**src/rtl/cap_chan_pkg.sv**
```systemverilog
package cap_chan_pkg;

   typedef enum logic [1:0] {
      SRC_OUTPUT = 2'd0,
      SRC_OWN    = 2'd1,
      SRC_NBR    = 2'd2,
      SRC_TRIG   = 2'd3
   } src_sel_e;

   localparam int MAX_PSC_BITS = 3;

endpackage

```
**src/rtl/cap_sel_reg.sv**
```systemverilog
module cap_sel_reg
   import cap_chan_pkg::*;
(
   input  logic       clk,
   input  logic       rst_n,
   input  logic       wr,
   input  logic [1:0] wdata,
   input  logic       locked,
   output src_sel_e   sel
);

   always_ff @(posedge clk or negedge rst_n) begin
      if (!rst_n) begin
         sel <= SRC_OUTPUT;
      end else if (wr && !locked) begin
         sel <= src_sel_e'(wdata);
      end
   end

endmodule

```
**src/rtl/cap_src_select.sv**
```systemverilog
module cap_src_select
   import cap_chan_pkg::*;
#(
   parameter bit TRIG_GATE = 1'b1
) (
   input  src_sel_e sel,
   input  logic     ev_own,
   input  logic     ev_nbr,
   input  logic     ev_trig,
   input  logic     trig_ok,
   output logic     ev_sel
);

   logic trig_eff;

   generate
      if (TRIG_GATE) begin : g_trig_gated
         assign trig_eff = ev_trig & trig_ok;
      end else begin : g_trig_raw
         logic unused_ok;
         assign unused_ok = trig_ok;
         assign trig_eff  = ev_trig;
      end
   endgenerate

   always_comb begin
      unique case (sel)
         SRC_OWN:  ev_sel = ev_own;
         SRC_NBR:  ev_sel = ev_nbr;
         SRC_TRIG: ev_sel = trig_eff;
         default:  ev_sel = 1'b0;
      endcase
   end

endmodule

```
**src/rtl/cap_prescaler.sv**
```systemverilog
module cap_prescaler #(
   parameter int PSC_BITS = 2
) (
   input  logic                clk,
   input  logic                rst_n,
   input  logic                en,
   input  logic                ev,
   input  logic [PSC_BITS-1:0] code,
   output logic                fire
);

   localparam int CW = (1 << PSC_BITS) - 1;

   logic [CW-1:0] cnt;
   logic [CW-1:0] lim;

   always_comb begin
      lim  = CW'((32'd1 << code) - 32'd1);
      fire = en && ev && (cnt >= lim);
   end

   always_ff @(posedge clk or negedge rst_n) begin
      if (!rst_n) begin
         cnt <= '0;
      end else if (!en) begin
         cnt <= '0;
      end else if (ev) begin
         if (cnt >= lim) begin
            cnt <= '0;
         end else begin
            cnt <= cnt + CW'(1);
         end
      end
   end

endmodule

```
**src/rtl/cap_store.sv**
```systemverilog
module cap_store #(
   parameter int CNT_W = 16
) (
   input  logic             clk,
   input  logic             rst_n,
   input  logic             fire,
   input  logic [CNT_W-1:0] cnt_val,
   input  logic             flag_clr,
   output logic [CNT_W-1:0] cap_val,
   output logic             cap_strobe,
   output logic             cap_flag,
   output logic             ovr_flag
);

   logic overrun_now;

   assign overrun_now = fire && cap_flag && !flag_clr;

   always_ff @(posedge clk or negedge rst_n) begin
      if (!rst_n) begin
         cap_val    <= '0;
         cap_strobe <= 1'b0;
         cap_flag   <= 1'b0;
         ovr_flag   <= 1'b0;
      end else begin
         cap_strobe <= fire;
         if (fire) begin
            cap_val <= cnt_val;
         end
         if (fire) begin
            cap_flag <= 1'b1;
         end else if (flag_clr) begin
            cap_flag <= 1'b0;
         end
         if (overrun_now) begin
            ovr_flag <= 1'b1;
         end else if (flag_clr) begin
            ovr_flag <= 1'b0;
         end
      end
   end

endmodule

```
**src/rtl/cap_channel.sv**
```systemverilog
module cap_channel
   import cap_chan_pkg::*;
#(
   parameter int CNT_W     = 16,
   parameter int PSC_BITS  = 2,
   parameter bit TRIG_GATE = 1'b1
) (
   input  logic                clk,
   input  logic                rst_n,
   input  logic                ev_own,
   input  logic                ev_nbr,
   input  logic                ev_trig,
   input  logic                trig_ok,
   input  logic                cfg_wr,
   input  logic [1:0]          cfg_sel_wdata,
   input  logic [PSC_BITS-1:0] cfg_psc,
   input  logic                chan_en,
   input  logic                flag_clr,
   input  logic [CNT_W-1:0]    cnt_val,
   output logic [1:0]          sel_q,
   output logic [CNT_W-1:0]    cap_val,
   output logic                cap_strobe,
   output logic                cap_flag,
   output logic                ovr_flag
);

   generate
      if (CNT_W < 1 || CNT_W > 64) begin : g_bad_cnt_w
         $error("cap_channel: CNT_W must lie in 1..64");
      end
      if (PSC_BITS < 1 || PSC_BITS > MAX_PSC_BITS) begin : g_bad_psc_bits
         $error("cap_channel: PSC_BITS must lie in 1..3");
      end
   endgenerate

   src_sel_e sel;
   logic     ev_sel;
   logic     fire;

   cap_sel_reg u_sel (
      .clk    (clk),
      .rst_n  (rst_n),
      .wr     (cfg_wr),
      .wdata  (cfg_sel_wdata),
      .locked (chan_en),
      .sel    (sel)
   );

   cap_src_select #(.TRIG_GATE(TRIG_GATE)) u_src (
      .sel     (sel),
      .ev_own  (ev_own),
      .ev_nbr  (ev_nbr),
      .ev_trig (ev_trig),
      .trig_ok (trig_ok),
      .ev_sel  (ev_sel)
   );

   cap_prescaler #(.PSC_BITS(PSC_BITS)) u_psc (
      .clk   (clk),
      .rst_n (rst_n),
      .en    (chan_en),
      .ev    (ev_sel),
      .code  (cfg_psc),
      .fire  (fire)
   );

   cap_store #(.CNT_W(CNT_W)) u_store (
      .clk        (clk),
      .rst_n      (rst_n),
      .fire       (fire),
      .cnt_val    (cnt_val),
      .flag_clr   (flag_clr),
      .cap_val    (cap_val),
      .cap_strobe (cap_strobe),
      .cap_flag   (cap_flag),
      .ovr_flag   (ovr_flag)
   );

   assign sel_q = sel;

endmodule

```
**config.mk**
```make
export PLATFORM = sky130hd
export DESIGN_NAME = cap_channel
export DESIGN_NICKNAME = d
export VERILOG_FILES = /design/src/rtl/cap_chan_pkg.sv /design/src/rtl/cap_sel_reg.sv /design/src/rtl/cap_src_select.sv /design/src/rtl/cap_prescaler.sv /design/src/rtl/cap_store.sv /design/src/rtl/cap_channel.sv
export SDC_FILE = /design/constraint.sdc
export NUM_CORES = 1
export LEC_CHECK = 0
export ABC_AREA = 1
export BUFFER_PORTS_ARGS = -buffer_cell sky130_fd_sc_hd__buf_2
export CAP_MARGIN = 10
export CORE_ASPECT_RATIO = 0.6
export CORE_UTILIZATION = 50
export DETAILED_ROUTE_END_ITERATION = 6
export GPL_TIMING_DRIVEN = 1
export HOLD_SLACK_MARGIN = 0.06
export PLACE_DENSITY = 0.84
export REMOVE_ABC_BUFFERS = 1
export SYNTH_ARGS = -nofsm -noshare
export SYNTH_HDL_FRONTEND = slang
export SYNTH_SLANG_ARGS = --single-unit
export TNS_END_PERCENT = 5
```
**constraint.sdc**
```tcl
create_clock -name clk -period 3 [get_ports clk]
set_input_delay 0.3 -clock clk [delete_from_list [all_inputs] [get_ports clk]]
set_output_delay 0.3 -clock clk [all_outputs]
set_load 0.05 [all_outputs]
```
Word-level counts from Yosys, hierarchy flattened
Cells that the tools add are included.
{"block": "totals", "ff_bits": 24, "in_bits": 29, "output_inout_bits": 21, "elab_cells": 31}
{"block": "classes", "addsub": 2, "magnitude_cmp": 1, "n_eq_ne": 4, "shifts": 1, "n_mux": 7, "n_bitwise": 1, "reduce_logical": 9}
{"operator": "$mux 3", "count": 3}
{"operator": "$logic_and 1x1->1", "count": 5}
{"operator": "$eq 2x2->1 const B", "count": 2}
{"operator": "$reduce_bool 2->1", "count": 2}
{"operator": "$add 3x1->3 const B", "count": 1}
{"operator": "$ge 3x3->1", "count": 1}
{"operator": "$mux 1", "count": 3}
{"operator": "$pmux 1 s3", "count": 1}
{"operator": "$shl 1x2->3 const A", "count": 1}
{"operator": "$sub 3x1->3 const B", "count": 1}
{"operator": "$eq 2x1->1 const B", "count": 1}
{"operator": "$logic_not 1->1", "count": 2}
{"operator": "$ne 2x1->1 const B", "count": 1}
{"operator": "$and 1x1->1", "count": 1}

Depth between registers and ports, before layout
{"block": "logic_depth", "depth_word": 7, "ltp_mapped": 9, "ltp_nobuf": 8}

Cells and area by module
Synthesis repeated with hierarchy kept, for this count alone.
{"block": "unflattened", "cells_unflattened": 138, "hier_area_um2": 1129.8}
{"mod": "cap_store", "n_inst": 1, "cells_each": 77, "area_each_um2": 738.2, "seq_area_each_um2": 475.5}
{"mod": "cap_prescaler", "n_inst": 1, "cells_each": 41, "area_each_um2": 260.2, "seq_area_each_um2": 75.1}
{"mod": "cap_sel_reg", "n_inst": 1, "cells_each": 10, "area_each_um2": 85.1, "seq_area_each_um2": 50.0}
{"mod": "cap_src_select", "n_inst": 1, "cells_each": 10, "area_each_um2": 46.3, "seq_area_each_um2": 0.0}

Least setup slack after synthesis
Ideal clock, no wire load.
{"block": "synth_timing", "path_type": "input-to-reg", "startpoint": "input cfg_psc[1]", "endpoint": "register u_store.cap_val[0]", "setup_ns": 0.119, "arrival_time_ns": 1.383, "required_ns": 2.881, "setup_slack_ns": 1.498, "cell_stages": 8, "path_buffers": 1, "path_cell_list": "or2_2 > ha_1 > nand3_1 > nand3_2 > nand3_4 > buf_6 > nand2_1 > nand2_1"}
{"block": "synth_via", "elab_chain_cells": 4}
{"element": "start: declaration", "line_no": "cap_channel.sv:16", "text": "input logic [PSC_BITS-1:0] cfg_psc,"}
{"element": "$shl 1x2->3", "line_no": "cap_prescaler.sv:18", "text": "lim = CW'((32'd1 << code) - 32'd1);"}
{"element": "$sub 3x1->3", "line_no": "cap_prescaler.sv:18"}
{"element": "$ge 3x3->1", "line_no": "cap_prescaler.sv:19", "text": "fire = en && ev && (cnt >= lim);"}
{"element": "$logic_and 1x1->1", "line_no": "cap_prescaler.sv:19"}
{"element": "end signal: assignment", "line_no": "cap_store.sv:28", "text": "cap_val <= cnt_val;"}
{"element": "end: declaration", "line_no": "cap_store.sv:9", "text": "output logic [CNT_W-1:0] cap_val,"}
Every way passes these cells.
A chain may end at the register's enable or synchronous reset.

Worst setup path after layout
{"block": "layout_timing", "startpoint": "register u_psc.cnt[2]", "endpoint": "register u_store.cap_flag"}
{"block": "layout_via", "elab_chain_cells": 3, "word_cells_on_any_way": 4, "classes_between": "order compare (1); mux (1); reduce/logical (2)"}
{"element": "start: declaration", "line_no": "cap_prescaler.sv:14", "text": "logic [CW-1:0] cnt;"}
{"element": "start signal: assignment", "line_no": "cap_prescaler.sv:31", "text": "cnt <= cnt + CW'(1);"}
{"element": "$ge 3x3->1 *", "line_no": "cap_prescaler.sv:19"}
{"element": "$logic_and 1x1->1 *", "line_no": "cap_prescaler.sv:19"}
{"element": "$mux 1 / $reduce_bool 2->1 (equally long branches)"}
{"element": "end signal: assignment", "line_no": "cap_store.sv:23", "text": "cap_flag <= 1'b0;"}
{"element": "end signal: assignment", "line_no": "cap_store.sv:31", "text": "cap_flag <= 1'b1;"}
{"element": "end signal: assignment", "line_no": "cap_store.sv:33", "text": "cap_flag <= 1'b0;"}
{"element": "end: declaration", "line_no": "cap_store.sv:11", "text": "output logic cap_flag,"}
Every way passes the cells marked *; elsewhere a longest branch is shown, timed or not.

==> summary.md <==
| Metric | Value |
|---|---|
| Synthesized area per cell | 9.00 um2 |
| FP Rows | 13 |
| RePlAce Congestion | 0.752 |
| Commonest non-fill, non-tap cells in the layout | 49 x buf_2, 45 x nand2_1, 24 x dfrtp_1, 17 x nand4_1, 10 x inv_1 |
| Critical path data arrival time | 2130 ps |
| Power per standard cell area | 1010 nW/um2 |
| Drt first pass iters | 5 |
| GR Layer Usage met3 | 7.65% |
| Max-Cap Viols | 0 |
| Crit path max fanout | 21 |
| #FFs+latches synth | 24 |
| CTS tree | done |
| Final Cycle Share | 65.9% |
| Drt total wl | 2460 um |
| DR iter-0 viols | 32 |
| Critical Path Source Type | register |
| Initial Util | 53.3% |
| Die Area | 2510 um2 |
| Via density per instance | 5.06 |
| CP max stage delay | 420 ps |
| CTS HTree Levels | 1 |
| Crit end category | register |
| Leakage | 0.000868 uW |
| Commonest non-fill, non-tap cell in the layout | buf_2 |
| Worst path required time | 3150 ps |
| Sequential area share after synthesis | 52.1% |
| Delay-heaviest family, CP | simple AND/OR/NAND/NOR gates |
| PortBufs | 49 |
| Final min period | 1980 ps |
| Post-Synthesis Cells | 128 |
| Cts hold-fix bufs | 1 |
| Yosys Warn Count | 0 |
| Root Buffer | clkbuf_8 |
| Syn-to-layout area delta | 27.7% |
| Share of cells above drive strength 1 | 33.7% |
| Final #Nets | 209 |
| Setup_tns | 0 ps |
| Initial antenna violation count | 0 |
| Worst-path clk slew | 90 ps |
| Clock Skew | 9.41 ps |
| Core ar. | 2160 um2 |
| IO Count | 50 |
| Critical path buffers and inverters | 0 |
| Global Route met1 Usage | 27.1% |
| Clk sink count | 24 |
| Slowest cell on the critical path | dfrtp_1 |
| First-pass GRT wire length | 3880 um |
| Final setup violation count | 0 |
| HPWL Detailed | 1800 um |
| Inst Count DP | 200 |
| Distinct cells, synth | 19 |
| Area contributors post-synth | dfrtp_1 52%, nand2_1 15%, nand4_1 9.2%, ha_1 4.3%, inv_1 3.3% |
| Largest net degree at the start of global routing | 25 |
| # resized after CTS | 0 |
| Worst slew pin tran | 517 ps |
| Maximum vdd drop | 596 uV |
| Worst-skew pair later-pin latency | 270 ps |
| Fin. Hold Viols | 0 |
| Most area-hungry cell type in the Yosys netlist | dfrtp_1 |
| Routed vias | 1037 |
| Hold Crit Class | primary input to register |
| Post-Syn Area | 1150 um2 |
| Post-synth top area share | 52.1% |
| GR met2 Demand/Resource | 34.6% |
| Residual DRC | 0 |
| Post-Layout Cell Count | 205 |
| Status | complete, no violations |
| Antenna cells | 0 |
| Wire length per cell | 12.0 um |
| Number of global-route vias before repair | 913 |
| Critical path type | register to register |
| Cell Chain, Critical Path | ha_1 -> a21oi_1 -> nand3_2 -> nand3_4 -> o21ai_0 |
| Tot GR Track Use | 21.6% |
| Die Span X | 64.0 um |
| Relative max-transition margin | 65.5% |
| Overflow after GRT | 0 |
| Setup repair bufs after CTS | 0 |
| Fmax | 506 MHz |
| Deepest clock path buffer count | 2 |
| Die extent in y | 39.2 um |
| Number of routed nets with antenna violations | 0 |
| TritonCTS buffer count | 3 |
| Max Slew Vio Count | 0 |
| RSZ-0062 raised after global routing | no |
| Grt peak-use layer | met2 |
-- per-layer routing --
metal  up-vias  wire length (um)
li1        517                 -
met1       472              1110
met2        44              1110
met3         4               207
met4         0                37
met5         -                 0
-- area by class of cell --
class	count	area, um2
Multi-Input combinational cell	87	469
Fill cell	176	692
Timing Repair Buffer	50	255
Tap cell	30	37.5
Clock buffer	3	41.3
Clock inverter	1	30.0
Sequential cell	24	601
Inverter	10	37.5
-- Yosys cell counts --
master / number
ha_1: 4
inv_1: 10
nand3_2: 2
xnor2_1: 1
nor2_1: 5
o21ai_0: 1
clkbuf_1: 1
buf_2: 3
nand4_1: 17
dfrtp_1: 24
mux2_2: 2
nand2_1: 45
buf_6: 1
a21oi_1: 1
or2_2: 1
nand3_4: 1
nand3_1: 5
buf_4: 2
nand3b_1: 2
-- state kept, by name, summed over array words and instances (netlist names) --
signal and count:
u_store.cap_val 16, u_store.ovr_flag 1, u_psc.cnt 3, u_store.cap_strobe 1, u_sel.sel 2, u_store.cap_flag 1
-- through the flow --
stage / setup WS, ps / utilization (%) / instance area, um2 / hold WS, ps / power [uW]
after floorplan: 1290 / - / 1110 / 4.41 / 1030
after global placement: 1000 / 64.3 / 1390 / 293 / 1200
after detailed placement: 946 / 64.3 / 1390 / 307 / 1220
after CTS: 1020 / 68.0 / 1470 / 234 / 1500
after global routing: 943 / 68.0 / 1470 / 225 / 1570
final: 1020 / 68.0 / 1470 / 238 / 1490
-- cells by family (layout without fill, tap and decap cells) --
kind of cell | count (synthesis) | count (layout) | synth area share, %
and+or+nand+nor | 78 | 78 | 32.8
DFF | 24 | 24 | 52.1
buffers and inverters | 17 | 64 | 7.17
adders and majority gates | 4 | 4 | 4.34
AOI/OAI and AO/OA | 2 | 2 | 0.868
muxes | 2 | 2 | 1.95
xor gates and xnor gates | 1 | 1 | 0.760
-- path summary, 6_finish.rpt --
path,from,end,slack [ps],depth (start not counted)
setup / recovery,u_psc.cnt[2],u_store.cap_flag,1020,5
hold / removal,flag_clr,u_store.cap_flag,240,2
setup reg to reg,u_psc.cnt[2],u_store.cap_flag,1020,5
hold reg to reg,u_store.cap_val[7],u_store.cap_val[7],470,2
max in group asynchronous,rst_n,u_store.cap_val[13],2110,2
min in group asynchronous,rst_n,u_psc.cnt[2],530,2
-- power by group --
part	internal [uW]	switching [uW]
Sequential	436	67.3
Combinational	151	557
Clock	178	103
Power figures use the tool's default switching activity.
